===== config.mk =====
export PLATFORM = sky130hd
export DESIGN_NAME = trap_seq
export DESIGN_NICKNAME = d
export VERILOG_FILES = /design/src/rtl/trap_seq.sv
export SDC_FILE = /design/constraint.sdc
export NUM_CORES = 1
export LEC_CHECK = 0
export ABC_AREA = 1
export BUFFER_PORTS_ARGS = -buffer_cell sky130_fd_sc_hd__buf_2
export CAP_MARGIN = 5
export CORE_ASPECT_RATIO = 0.7
export CORE_MARGIN = 2
export CORE_UTILIZATION = 30
export DETAILED_ROUTE_END_ITERATION = 8
export SLEW_MARGIN = 20
export SYNTH_ARGS = -nofsm -noshare
export SYNTH_HDL_FRONTEND = slang
export SYNTH_SLANG_ARGS = --single-unit
export TNS_END_PERCENT = 1

===== constraint.sdc =====
create_clock -name clk -period 1.6 [get_ports clk]
set_input_delay 0.08 -clock clk [delete_from_list [all_inputs] [get_ports clk]]
set_output_delay 0.08 -clock clk [all_outputs]
set_load 0.01 [all_outputs]

===== src/rtl/trap_seq.sv =====
module trap_seq #(
  parameter int          NWIN    = 8,
  parameter int          XLEN    = 32,
  parameter logic [7:0]  PRIV_TT = 8'h03
) (
  input  logic            clk,
  input  logic            rst_n,
  input  logic            trap_req,
  input  logic [7:0]      trap_type,
  input  logic            reset_req,
  input  logic            ret_req,
  input  logic [XLEN-1:0] ret_addr,
  input  logic            wr_state,
  input  logic            wr_base,
  input  logic [XLEN-1:0] wr_data,
  output logic [XLEN-1:0] pc,
  output logic [XLEN-1:0] npc,
  output logic [XLEN-1:0] state_rd,
  output logic [XLEN-1:0] base_rd,
  output logic            save_l1_we,
  output logic [XLEN-1:0] save_l1_pc,
  output logic            save_l2_we,
  output logic [XLEN-1:0] save_l2_npc,
  output logic            error_mode
);
  localparam int            WW    = 5;
  localparam int            TBAW  = XLEN - 12;
  localparam logic [WW-1:0] WLAST = WW'(NWIN - 1);

  logic            sup, psup, ten, err_q, sv_we;
  logic [WW-1:0]   cwp;
  logic [3:0]      pil;
  logic [TBAW-1:0] tba;
  logic [7:0]      tt;
  logic [XLEN-1:0] pc_q, npc_q, sv_pc, sv_npc;

  logic            priv_fault, take, live, do_entry, do_fatal, do_ret, do_wr;
  logic [7:0]      ttype;
  logic [WW-1:0]   cwp_dn, cwp_up;
  logic [XLEN-1:0] vec;

  assign priv_fault = (wr_state | wr_base) & ~sup;
  assign take       = trap_req | priv_fault;
  assign ttype      = trap_req ? trap_type : PRIV_TT;
  assign live       = ~reset_req & ~err_q;
  assign do_entry   = live & take & ten;
  assign do_fatal   = live & take & ~ten;
  assign do_ret     = live & ~take & ret_req;
  assign do_wr      = live & ~take & ~ret_req;
  assign cwp_dn     = (cwp == '0) ? WLAST : cwp - 1'b1;
  assign cwp_up     = (cwp == WLAST) ? '0 : cwp + 1'b1;
  assign vec        = {tba, ttype, 4'b0000};

  always_ff @(posedge clk) begin
    if (!rst_n || reset_req) begin
      sup    <= 1'b1;
      psup   <= 1'b0;
      ten    <= 1'b0;
      cwp    <= '0;
      pil    <= '0;
      tba    <= '0;
      tt     <= '0;
      pc_q   <= '0;
      npc_q  <= XLEN'(4);
      err_q  <= 1'b0;
      sv_we  <= 1'b0;
      sv_pc  <= '0;
      sv_npc <= '0;
    end else begin
      sv_we <= 1'b0;
      if (do_entry) begin
        ten    <= 1'b0;
        psup   <= sup;
        sup    <= 1'b1;
        cwp    <= cwp_dn;
        sv_we  <= 1'b1;
        sv_pc  <= pc_q;
        sv_npc <= npc_q;
        tt     <= ttype;
        pc_q   <= vec;
        npc_q  <= vec + XLEN'(4);
      end else if (do_fatal) begin
        err_q <= 1'b1;
      end else if (do_ret) begin
        cwp   <= cwp_up;
        pc_q  <= npc_q;
        npc_q <= ret_addr;
        sup   <= psup;
        ten   <= 1'b1;
      end else if (do_wr) begin
        if (wr_state) begin
          sup  <= wr_data[0];
          psup <= wr_data[1];
          ten  <= wr_data[2];
          pil  <= wr_data[11:8];
          if (wr_data[7:3] <= WLAST) cwp <= wr_data[7:3];
        end
        if (wr_base) tba <= wr_data[XLEN-1:12];
      end
    end
  end

  assign pc          = pc_q;
  assign npc         = npc_q;
  assign state_rd    = {{(XLEN-12){1'b0}}, pil, cwp, ten, psup, sup};
  assign base_rd     = {tba, tt, 4'b0000};
  assign save_l1_we  = sv_we;
  assign save_l2_we  = sv_we;
  assign save_l1_pc  = sv_pc;
  assign save_l2_npc = sv_npc;
  assign error_mode  = err_q;

  a_r1_reset: assert property (@(posedge clk) disable iff (!rst_n)
    reset_req |=> (pc_q == '0 && npc_q == XLEN'(4) && !error_mode && sup && !ten));

  a_r2_entry_mode: assert property (@(posedge clk) disable iff (!rst_n)
    (trap_req && !reset_req && !error_mode && ten) |=> (sup && !ten && psup == $past(sup)));

  a_r3_window_dec: assert property (@(posedge clk) disable iff (!rst_n)
    (trap_req && !reset_req && !error_mode && ten) |=>
      (cwp == (($past(cwp) == '0) ? WLAST : $past(cwp) - 1'b1)));

  a_r3_window_range: assert property (@(posedge clk) disable iff (!rst_n) cwp <= WLAST);

  a_r4_save: assert property (@(posedge clk) disable iff (!rst_n)
    (trap_req && !reset_req && !error_mode && ten) |=>
      (save_l1_we && save_l2_we && save_l1_pc == $past(pc_q) && save_l2_npc == $past(npc_q)));

  a_r5_vector: assert property (@(posedge clk) disable iff (!rst_n)
    (trap_req && !reset_req && !error_mode && ten) |=>
      (pc_q[3:0] == 4'b0000 && pc_q == base_rd && npc_q == pc_q + XLEN'(4)));

  a_r6_return: assert property (@(posedge clk) disable iff (!rst_n)
    (ret_req && !trap_req && !wr_state && !wr_base && !reset_req && !error_mode) |=>
      (ten && sup == $past(psup) && pc_q == $past(npc_q) && npc_q == $past(ret_addr)));

  a_r7_fatal: assert property (@(posedge clk) disable iff (!rst_n)
    (trap_req && !reset_req && !error_mode && !ten) |=>
      (error_mode && $stable(pc_q) && $stable(npc_q) && $stable(state_rd)));

  a_r7_hold: assert property (@(posedge clk) disable iff (!rst_n)
    (error_mode && !reset_req) |=> (error_mode && $stable(pc_q) && $stable(state_rd) && !save_l1_we));

  a_r10_priv_base: assert property (@(posedge clk) disable iff (!rst_n)
    (wr_base && !sup && !reset_req && !error_mode) |=> (tba == $past(tba)));
endmodule


==> flow_summary_export.csv <==
group,metric,value,unit
status,status,"completed",
synth,synth-seq-cells,170,
route,wl_per_cell,16.2,um
grt,antenna_found_initial,0,
timing,max_freq,657,MHz
layout,final_cell_area,9540,um2
synth,synth-main-ff-cell,"dfxtp_1",
worst_setup_path,path_class,"reg2reg",
floorplanning,die-area,23400,um2
worst_setup_path,crit_path_start_kind,"flip-flop",
worst_setup_path,critical_path_arrival,1.83,ns
timing,fin_crit,1.52,ns
clocking,root_buffer,"clkbuf_16",
synth,synth_edf_count,0,
route,wirelength,24000,um
placed_design,placed_cell_area,8150,um2
placed_design,place_congestion,0.856,
clocking,cts_max_level,4,
clocking,tritoncts,"built",
layout,seq_area,3400,um2
floorplanning,initial_core_util,30.6,%
route,vias,6798,
synth,seq_area_frac_synth,51.2,%
route,drtAntennaViolNets,0,
synth,synth-async-reset-ratio,0,%
worst_setup_path,crit_slowest_cell,"dfxtp_1",
synth,synth_cells,882,
route,first_pass_iters,6,
clocking,cts_buffers,17,
floorplanning,die_w,182,um
run,cap_viol_max_count,0,
floorplanning,pin_count,274,
floorplanning,core_area,21700,um2
grt,grt_pass1_wl,34000,um
route,drtIter0Drc,411,
timing,skew,0.0131,ns
timing,final_max_slew_viol_count,0,
grt,gr-total-overflow,0,
worst_setup_path,cp_max_fo,26,
synth,yosys-top-cells-area,"dfxtp_1, nand2_1, nor2_1, a31oi_1, o21ai_0",
timing,setup_viol,0,
worst_setup_path,worstPathCellList,"inv_2 > o21ai_4 > nand2_2 > nand3_4 > buf_6 > nor2_2 > a21oi_1 > a21oi_2",
timing,fin_crit_sh,95.1,%
worst_hold_path,holdCritPathClass,"in2reg",
synth,yosysTopAreaCell,"dfxtp_1",
clocking,clk_pin_slew,0.07,ns
power_and_ir_drop,irDropWorstVdd,0.718,mV
worst_setup_path,slowest_delay,0.34,ns
grt,grt_max_degree,60,
synth,ys_warn_count,0,
power_and_ir_drop,total_power,0.00930,W
power_and_ir_drop,power_density,975,nW/um2
layout,nets,1268,
clocking,clk-insertion-delay-late,0.42,ns
clocking,clock_tree.buffer_depth,2,
worst_setup_path,critical_path_required,1.91,ns
layout,antenna_cells,0,
clocking,cts_num_sinks,170,
layout,multi_input_area,2800,um2
route,via_per_inst,4.59,
timing,fin_setup_tns,0,ns
layout,layout-area-overhead-vs-synth,43.5,%
floorplanning,num_rows,45,
synth,syn_area_per_cell,7.54,um2
synth,synth_top_area_share,51.2,%
route,drcViolationCount,0,
synth,synth.distinct_cells,30,
worst_setup_path,end_kind,"flip-flop",
layout,n_fill_cell,2238,
grt,grt_pass1_vias,6075,
floorplanning,die_h,129,um
placed_design,hpwl,16100,um
synth,synth_area,6650,um2
grt,grtUsageTotal,18.7,%
placed_design,port_buffers,249,
timing,worst_hold_slack,0.0220,ns
layout,final_util,43.9,%
layout,drive_gt1_share,28.5,%
power_and_ir_drop,leakage,4.61,nW
timing,report.final.hold_viol_count,0,
what timing repair did:
action	4_1_cts	5_1_grt
hold buffers	56	0
cloned	0	5
setup endpoints to repair	1	110
buffers inserted	0	4
endpoints found under the hold margin	56	0
resized for setup	1	19
pin swaps	0	4
where the power goes:
part | switching [W] | total (W) | leakage [nW] | internal (W)
registers | 0.0000368 | 0.00430 | 1.37 | 0.00426
clock network | 0.00191 | 0.00429 | 0.294 | 0.00237
logic | 0.000402 | 0.000719 | 2.95 | 0.000317
total | 0.00235 | 0.00930 | 4.61 | 0.00695
worst paths after layout:
path,from,to,slack (ns),cells past startpoint
worst max-delay path,sup,pc[9],0.08,8
worst min-delay path,wr_data[6],cwp[3],0.02,5
worst max register to register,sup,pc[9],0.08,8
worst min register to register,save_l1_pc[31],save_l1_pc[31],0.45,2
layer usage:
layer  wire, um  up-vias  global-route usage [%]  share of wire (%)
met5          0        -                       0                  0
met4        219        0                    3.98               0.91
met3       1340       12                    4.78                5.6
met2       9960      234                    26.3                 42
met1      12400     3151                    28.4                 52
li1           -     3401                       -                  -
state kept, by name (all words and copies together) (netlist names):
signal,flops
tt,8
ten,1
tba,20
pc,32
npc,32
save_l1_pc,32
save_l1_we,1
sup,1
cwp,5
psup,1
error_mode,1
pil,4
save_l2_npc,32
kinds of logic (layout without fill, tap and decap cells):
group	Yosys count	count (layout)	share of synthesized area [%]
simple gates	482	482	28.6
flops	170	170	51.2
compound gates	125	125	10.8
buf+inv	100	395	8.70
fa+ha+maj	2	2	0.376
xor+xnor	2	2	0.264
other cells	1	24	0.0564
through the flow:
stage,setup WS (ns),instances
after CTS,0.0243,1473
after global placement,0.0229,1385
after global routing,-0.0342,1482
after floorplan,0.0967,905
after detailed placement,-0.00873,1385
final,0.0782,1482
critical path, delay by kind of cell (launching register included):
kind,cells,cell delay (ns)
AOI/OAI and AO/OA,3,0.40
and+or+nand+nor,3,0.35
DFF,1,0.34
buffers and inverters,2,0.30
cell type report:
class / instances / share of cell area, %
inverter: 23 / 1.14
clock buffer: 18 / 4.50
timing repair buffer: 339 / 23.7
clock inverter: 14 / 1.85
timing repair inverter: 1 / 0.0918
multi-input combinational: 635 / 29.3
tap: 282 / 3.70
sequential: 170 / 35.7
placed cells by master, fill, tap and decap left out, types with 2 or more instances in the layout:
cell type      synthesis  layout
inv_2                  5       3
nor2_1                88      84
nand3_1               15      15
ha_1                   2       2
bufinv_16              0       2
buf_2                 17     249
a21oi_2                6       6
a21oi_1               27      27
nand2_2                4       3
clkbuf_16              0      21
inv_8                  1       2
a31oi_1               39      39
inv_4                  0       2
nand4_1                6       6
buf_4                 31      17
inv_6                  0       8
dfxtp_1              170     169
o21ai_0               48      48
nor2_4                 1       3
nor3_1                21      20
o22ai_1                2       2
inv_1                 17      16
nand2_1              344     344
dlygate4sd3_1          0      56
xor2_1                 2       2
nor2_2                 0       2
conb_1                 1      24
clkinv_8               0       2
buf_12                 0       9
clkinv_4               0       2
buf_6                  6       4
Yosys cell counts (2+ instances only):
cell	instances
a21oi_1	27
a21oi_2	6
a31oi_1	39
buf_2	17
buf_4	31
buf_6	6
clkbuf_1	21
dfxtp_1	170
ha_1	2
inv_1	17
inv_2	5
nand2_1	344
nand2_2	4
nand3_1	15
nand3_2	2
nand4_1	6
nor2_1	88
nor3_1	21
o21ai_0	48
o22ai_1	2
xor2_1	2
(Power assumes the default switching activity.)
